$ cat src/rtl/bm_pkg.sv
package bm_pkg;

    typedef enum logic [1:0] {
        PH_IDLE = 2'd0,
        PH_ADDR = 2'd1,
        PH_DATA = 2'd2,
        PH_TURN = 2'd3
    } bm_phase_e;

    typedef enum logic [1:0] {
        S_IDLE = 2'd0,
        S_DATA = 2'd1,
        S_DONE = 2'd2
    } bm_state_e;

    typedef enum logic [3:0] {
        K_NONE        = 4'd0,
        K_INTACK      = 4'd1,
        K_SPECIAL     = 4'd2,
        K_IO_RD       = 4'd3,
        K_IO_WR       = 4'd4,
        K_MEM_RD      = 4'd5,
        K_MEM_WR      = 4'd6,
        K_CFG_RD      = 4'd7,
        K_CFG_WR      = 4'd8,
        K_MEM_RD_MULT = 4'd9,
        K_DUAL_ADDR   = 4'd10,
        K_MEM_RD_LINE = 4'd11,
        K_MEM_WR_INV  = 4'd12,
        K_RESERVED    = 4'd13
    } bm_kind_e;

    typedef struct packed {
        bm_kind_e kind;
        logic     is_write;
        logic     reserved;
    } bm_cmd_info_t;

    function automatic bm_kind_e kind_of(input logic [3:0] code);
        bm_kind_e k;
        case (code)
            4'b0000: k = K_INTACK;
            4'b0001: k = K_SPECIAL;
            4'b0010: k = K_IO_RD;
            4'b0011: k = K_IO_WR;
            4'b0110: k = K_MEM_RD;
            4'b0111: k = K_MEM_WR;
            4'b1010: k = K_CFG_RD;
            4'b1011: k = K_CFG_WR;
            4'b1100: k = K_MEM_RD_MULT;
            4'b1101: k = K_DUAL_ADDR;
            4'b1110: k = K_MEM_RD_LINE;
            4'b1111: k = K_MEM_WR_INV;
            default: k = K_RESERVED;
        endcase
        return k;
    endfunction

    function automatic logic kind_writes(input bm_kind_e k);
        return (k == K_IO_WR) || (k == K_MEM_WR) ||
               (k == K_CFG_WR) || (k == K_MEM_WR_INV);
    endfunction

    function automatic bm_cmd_info_t decode_cmd(input logic [3:0] code);
        bm_cmd_info_t info;
        info.kind     = kind_of(code);
        info.is_write = kind_writes(info.kind);
        info.reserved = (info.kind == K_RESERVED);
        return info;
    endfunction

endpackage

$ cat src/rtl/bm_phase_fsm.sv
module bm_phase_fsm
    import bm_pkg::*;
(
    input  logic      clk,
    input  logic      rst,
    input  logic      frame_n_i,
    input  logic      irdy_n_i,
    input  logic      trdy_n_i,
    output logic      start_o,
    output logic      beat_o,
    output logic      last_o,
    output bm_phase_e phase_o
);

    bm_state_e st_q, st_d;
    bm_phase_e phase_d;
    logic      hs;

    always_comb begin
        hs      = !irdy_n_i && !trdy_n_i;
        start_o = 1'b0;
        beat_o  = 1'b0;
        last_o  = 1'b0;
        st_d    = st_q;
        phase_d = PH_IDLE;
        case (st_q)
            S_IDLE: begin
                if (!frame_n_i) begin
                    start_o = 1'b1;
                    phase_d = PH_ADDR;
                    st_d    = S_DATA;
                end
            end
            S_DATA: begin
                phase_d = PH_DATA;
                if (hs) begin
                    beat_o = 1'b1;
                    if (frame_n_i) begin
                        last_o = 1'b1;
                        st_d   = S_DONE;
                    end
                end
            end
            S_DONE: begin
                phase_d = PH_TURN;
                if (irdy_n_i) st_d = S_IDLE;
            end
            default: st_d = S_IDLE;
        endcase
    end

    always_ff @(posedge clk) begin
        if (rst) begin
            st_q    <= S_IDLE;
            phase_o <= PH_IDLE;
        end else begin
            st_q    <= st_d;
            phase_o <= phase_d;
        end
    end

    AST_TURN_WAITS_RELEASE: assert property (@(posedge clk) disable iff (rst)
        (phase_o == PH_TURN && $past(!irdy_n_i)) |-> ($past(st_q) == S_DONE || $past(st_q) == S_DATA));

endmodule

$ cat src/rtl/bm_cmd_capture.sv
module bm_cmd_capture
    import bm_pkg::*;
#(
    parameter int AD_W  = 32,
    parameter int CBE_W = AD_W / 8
) (
    input  logic             clk,
    input  logic             rst,
    input  logic             start_i,
    input  logic [AD_W-1:0]  ad_i,
    input  logic [CBE_W-1:0] cbe_n_i,
    output logic [AD_W-1:0]  addr_o,
    output bm_cmd_info_t     info_o
);

    localparam int CMD_W = 4;

    bm_cmd_info_t info_d;

    always_comb info_d = decode_cmd(cbe_n_i[CMD_W-1:0]);

    always_ff @(posedge clk) begin
        if (rst) begin
            addr_o <= '0;
            info_o <= '{kind: K_NONE, is_write: 1'b0, reserved: 1'b0};
        end else if (start_i) begin
            addr_o <= ad_i;
            info_o <= info_d;
        end
    end

    AST_RESERVED_NOT_WRITE: assert property (@(posedge clk) disable iff (rst)
        info_o.reserved |-> !info_o.is_write);

    AST_HOLD_BETWEEN_STARTS: assert property (@(posedge clk) disable iff (rst)
        (!$past(start_i) && !$past(rst)) |-> $stable(addr_o));

endmodule

$ cat src/rtl/bm_beat_tracker.sv
module bm_beat_tracker #(
    parameter int AD_W  = 32,
    parameter int CBE_W = AD_W / 8,
    parameter int CNT_W = 16
) (
    input  logic             clk,
    input  logic             rst,
    input  logic             start_i,
    input  logic             beat_i,
    input  logic             last_i,
    input  logic [AD_W-1:0]  ad_i,
    input  logic [CBE_W-1:0] cbe_n_i,
    output logic             valid_o,
    output logic [AD_W-1:0]  data_o,
    output logic [CBE_W-1:0] be_o,
    output logic [CNT_W-1:0] cnt_o,
    output logic             end_o
);

    localparam logic [CNT_W-1:0] ONE = CNT_W'(1);

    always_ff @(posedge clk) begin
        if (rst) begin
            valid_o <= 1'b0;
            end_o   <= 1'b0;
            cnt_o   <= '0;
            data_o  <= '0;
            be_o    <= '0;
        end else begin
            valid_o <= beat_i;
            end_o   <= last_i;
            if (start_i) begin
                cnt_o <= '0;
            end else if (beat_i) begin
                cnt_o  <= cnt_o + ONE;
                data_o <= ad_i;
                be_o   <= ~cbe_n_i;
            end
        end
    end

    AST_WAIT_HOLDS_COUNT: assert property (@(posedge clk) disable iff (rst)
        (!start_i && !beat_i) |=> $stable(cnt_o));

endmodule

$ cat src/rtl/bus_phase_monitor.sv
module bus_phase_monitor
    import bm_pkg::*;
#(
    parameter int AD_W  = 32,
    parameter int CNT_W = 16,
    localparam int CBE_W = AD_W / 8
) (
    input  logic             clk,
    input  logic             rst,
    input  logic [AD_W-1:0]  bus_ad,
    input  logic [CBE_W-1:0] bus_cbe_n,
    input  logic             frame_n,
    input  logic             irdy_n,
    input  logic             trdy_n,
    output logic [1:0]       bus_phase,
    output logic [AD_W-1:0]  txn_addr,
    output logic [3:0]       txn_kind,
    output logic             txn_write,
    output logic             txn_reserved,
    output logic             xfer_valid,
    output logic [AD_W-1:0]  xfer_data,
    output logic [CBE_W-1:0] xfer_be,
    output logic [CNT_W-1:0] beat_count,
    output logic             txn_end
);

    logic         start_w, beat_w, last_w;
    bm_phase_e    phase_w;
    bm_cmd_info_t info_w;

    bm_phase_fsm u_fsm (
        .clk       (clk),
        .rst       (rst),
        .frame_n_i (frame_n),
        .irdy_n_i  (irdy_n),
        .trdy_n_i  (trdy_n),
        .start_o   (start_w),
        .beat_o    (beat_w),
        .last_o    (last_w),
        .phase_o   (phase_w)
    );

    bm_cmd_capture #(.AD_W(AD_W), .CBE_W(CBE_W)) u_cmd (
        .clk     (clk),
        .rst     (rst),
        .start_i (start_w),
        .ad_i    (bus_ad),
        .cbe_n_i (bus_cbe_n),
        .addr_o  (txn_addr),
        .info_o  (info_w)
    );

    bm_beat_tracker #(.AD_W(AD_W), .CBE_W(CBE_W), .CNT_W(CNT_W)) u_beat (
        .clk     (clk),
        .rst     (rst),
        .start_i (start_w),
        .beat_i  (beat_w),
        .last_i  (last_w),
        .ad_i    (bus_ad),
        .cbe_n_i (bus_cbe_n),
        .valid_o (xfer_valid),
        .data_o  (xfer_data),
        .be_o    (xfer_be),
        .cnt_o   (beat_count),
        .end_o   (txn_end)
    );

    assign bus_phase    = phase_w;
    assign txn_kind     = info_w.kind;
    assign txn_write    = info_w.is_write;
    assign txn_reserved = info_w.reserved;

    AST_STROBE_NEEDS_HS: assert property (@(posedge clk) disable iff (rst)
        xfer_valid |-> $past(!irdy_n && !trdy_n));

    AST_STROBE_HAS_COUNT: assert property (@(posedge clk) disable iff (rst)
        xfer_valid |-> (beat_count != '0));

    AST_END_WITH_STROBE: assert property (@(posedge clk) disable iff (rst)
        txn_end |-> (xfer_valid && $past(frame_n)));

    AST_END_TO_TURN: assert property (@(posedge clk) disable iff (rst)
        txn_end |=> (bus_phase == PH_TURN));

    AST_ADDR_THEN_DATA: assert property (@(posedge clk) disable iff (rst)
        (bus_phase == PH_ADDR) |=> (bus_phase == PH_DATA));

    AST_ADDR_FROM_IDLE: assert property (@(posedge clk) disable iff (rst)
        (bus_phase == PH_ADDR) |-> ($past(bus_phase) != PH_DATA && $past(bus_phase) != PH_ADDR));

endmodule

$ cat config.mk
export PLATFORM = sky130hd
export DESIGN_NAME = bus_phase_monitor
export DESIGN_NICKNAME = d
export VERILOG_FILES = /design/src/rtl/bm_pkg.sv /design/src/rtl/bm_phase_fsm.sv /design/src/rtl/bm_cmd_capture.sv /design/src/rtl/bm_beat_tracker.sv /design/src/rtl/bus_phase_monitor.sv
export SDC_FILE = /design/constraint.sdc
export NUM_CORES = 1
export LEC_CHECK = 0
export BUFFER_PORTS_ARGS = -buffer_cell sky130_fd_sc_hd__clkbuf_2
export CORE_MARGIN = 3
export CORE_UTILIZATION = 53
export CTS_BUF_LIST = sky130_fd_sc_hd__clkbuf_16
export CTS_CLUSTER_SIZE = 14
export DETAILED_ROUTE_END_ITERATION = 7
export PLACE_DENSITY = 0.85
export SLEW_MARGIN = 20
export SYNTH_ARGS = -nofsm -noshare
export SYNTH_HDL_FRONTEND = slang
export SYNTH_SLANG_ARGS = --single-unit
$ cat constraint.sdc
create_clock -name clk -period 3.5 [get_ports clk]
set_input_delay 0.7 -clock clk [delete_from_list [all_inputs] [get_ports clk]]
set_output_delay 0.7 -clock clk [all_outputs]
set_load 0.02 [all_outputs]
==> results.md <==
- Post-layout util: 71.9%
- Layout cells sized above 1: between 20 and 30%
- Required time worst endpoint: 3740 ps
- Worst hold-check path type: reg -> reg
- Final Hold Vio Count: 0
- CTS tree: done
- Core area: 6570 µm²
- Seq/Total Area, Yosys: between 50% and 60%
- Final nets: around 630
- Global-route wire length before repair: 15600 µm
- Area contributors post-synth: dfxtp_1 52%, nand2_1 14%, a21oi_1 9.9%
- Most common cell in the netlist: nand2_1
- DRT iter0 DRCs: 127
- Flops & latches, synth: 96
- Worst-margin pin slew: 870 ps
- Layout area overhead: 26.7%
- Total wire length: 9360 µm
- Hold-fix buffers at CTS: 0
- Synth unique cells: 39
- Highest ir drop seen on vdd: 0.423 mV
- Die Area: between 8000 and 9000 µm²
- Post-CTS Resized: 0
- Predominant post-synthesis flop cell: dfxtp_1
- First-pass DRT Iterations: 4
- Post-synth top area share: 51.6%
- Vias in the first global route: roughly 3300
- Synth Cell Area: 3730 µm²
- CTS root buf: clkbuf_16
- TritonCTS Buffers: 9
- Share of synthesized registers carrying an async set or reset: 0%
- Met3 Usage GRT: 6.43%
- Worst setup SP type: flop
- Crit Path Class: reg -> reg
- Congestion Overflow GR: 0
- Total negative slack: 0 ps
- Largest net degree at the start of global routing: between 50 and 60
- Post-place setup slack: approximately 1000 ps
- Final ANT Viol Nets: 0
- Antenna Cells: 0
- Die Span X: roughly 90 µm
- CTS clk-pin slew, worst paths: 70 ps
- Placer Congestion: 0.775
- Final Total Pwr: 0.00298 W
- Final Cycle Share: about two thirds
- Post-synth EDFFs: 0
- Met1 global-route usage: 28.8%
- Most Crowded Layer GR: met2
- Final setup violation count: 0
- I/O Pins: 135
- Run status: complete, no violations
- P_leak: 2.02 nW
- Max-slew violation count: 0
- Worst Skew: 5.31 ps
- H-tree depth: 3
- All-Layer GR Usage: between 20% and 30%
- Final worst setup slack: roughly 1200 ps
- Power per standard cell area: 631 nW/µm²
- Post-Synthesis Cells: 459
- RSZ-0062 raised after global routing: no
- Min Clock Period, post-route: ~2300 ps
- Clock Latency Late Sink: 330 ps
- F_max: 436 MHz
- Setup repair bufs after CTS: 0
- Crit. End Element: flop
- HPWL after DPL: around 6600 µm
- M2 GR Usage: just under 40%
- TritonCTS Sinks: 96
- Critical path fanouts, max: 40
- MaxCap Viol Count: 0
- Warnings, synthesis: 0
- # rows: 29
- Vias: 3517
- DR vias/cell: 5.21
- Commonest cells in the synthesized netlist: 141 x nand2_1, 96 x dfxtp_1, 74 x a21oi_1
- Worst slew margin: 41.9%
- Arr. time, crit path: 2540 ps
- Wire length per cell: 13.9 µm
- Mean Syn Cell Area: around 8.1 µm²
- DIE HEIGHT: 89.9 µm
- CTS Buffer Depth: 2
- Syn Nets: 509
- Cell taking the most area after synthesis: dfxtp_1
- Initial Utilization: 56.8%
- Initial antenna violation count: 0
- IO Port Bufs: about 130
- DRC: 0
[state kept, by name, summed over array words and instances (netlist names), 2 cells and up]
name / count
u_beat.be_o: 4
u_beat.cnt_o: 16
u_beat.data_o: 32
u_cmd.addr_o: 32
u_cmd.info_o: 6
u_fsm.phase_o: 2
u_fsm.st_q: 2
[critical path: stages (launching register included)]
cell and delay [ps]:
dfxtp_1 350, inv_1 120, ha_1 210, or3b_1 480, nor2_4 720, nor2_1 80
a211oi_1 240
[cell type report]
| cell class | count | area [µm²] |
|---|---|---|
| inverter | 8 | 30.0 |
| fill | 527 | 1850 |
| timing repair buffer | 138 | 701 |
| clock inverter | 7 | 56.3 |
| clock buffer | 9 | 225 |
| tap | 93 | 116 |
| sequential | 96 | 1920 |
| multi-input combinational | 324 | 1670 |
[placed cells by master (no fill, tap or decap), drive strengths merged]
master | synthesis | layout
clkbuf | 28 | 143
nand2 | 141 | 141
dfxtp | 96 | 96
a21oi | 74 | 74
nor2 | 21 | 21
ha | 9 | 9
inv | 8 | 9
nor2b | 7 | 7
o21ai | 6 | 6
xnor2 | 6 | 6
nand3 | 6 | 6
xor2 | 5 | 5
or3 | 5 | 5
nand4 | 5 | 5
clkinv | 0 | 5
nor3b | 4 | 4
a211oi | 4 | 4
buf | 3 | 4
mux2i | 3 | 3
nor3 | 3 | 3
o31ai | 3 | 3
and3 | 3 | 3
nand2b | 2 | 2
and4 | 2 | 2
or4 | 2 | 2
or3b | 2 | 2
a221o | 1 | 1
o311a | 1 | 1
a22o | 1 | 1
o311ai | 1 | 1
o22ai | 1 | 1
o211ai | 1 | 1
a31oi | 1 | 1
o21a | 1 | 1
nor4bb | 1 | 1
or2 | 1 | 1
and4bb | 1 | 1
clkinvlp | 0 | 1
[power breakdown]
part,switching [W],leakage [nW],internal (W)
Clock,0.000420,0.136,0.000488
Sequential,0.0000717,0.781,0.00122
Combinational,0.000519,1.10,0.000260
[per-layer routing]
layer | vias up | routed length [µm]
met5 | - | 0
met4 | 0 | 120
met3 | 12 | 683
met2 | 113 | 4550
met1 | 1632 | 4010
li1 | 1760 | -
[cell families (layout without fill, tap and decap cells)]
kind of cell	count (synthesis)	in the layout	synth area share [%]
buf+inv	39	162	3.99
xor+xnor	11	11	2.58
compound gates	95	95	13.9
fa+ha+maj	9	9	3.02
mux	3	3	0.806
flops	96	96	51.6
simple gates	206	206	24.1
[stage by stage]
stage               instance area, µm²  std cells  hold slack [ps]
global placement                  4440        659              441
CTS                               4720        675              457
global route                      4720        675              470
finish                            4720        675              455
detailed placement                4440        659              447
floorplan                         3730        459              523
[path summary, 6_finish.rpt]
path	startpoint	endpoint	slack [ps]	cells after the start
worst max-delay path	u_fsm.st_q[1]$_SDFFE_PP0P_	u_beat.be_o[0]$_SDFFE_PP0P_	1210	6
worst min-delay path	u_beat.data_o[22]$_SDFFE_PP0P_	u_beat.data_o[22]$_SDFFE_PP0P_	460	2
worst max register to register	u_fsm.st_q[1]$_SDFFE_PP0P_	u_beat.be_o[0]$_SDFFE_PP0P_	1210	6
worst min register to register	u_beat.data_o[22]$_SDFFE_PP0P_	u_beat.data_o[22]$_SDFFE_PP0P_	460	2
No activity file was read; power rests on OpenSTA's default activity.
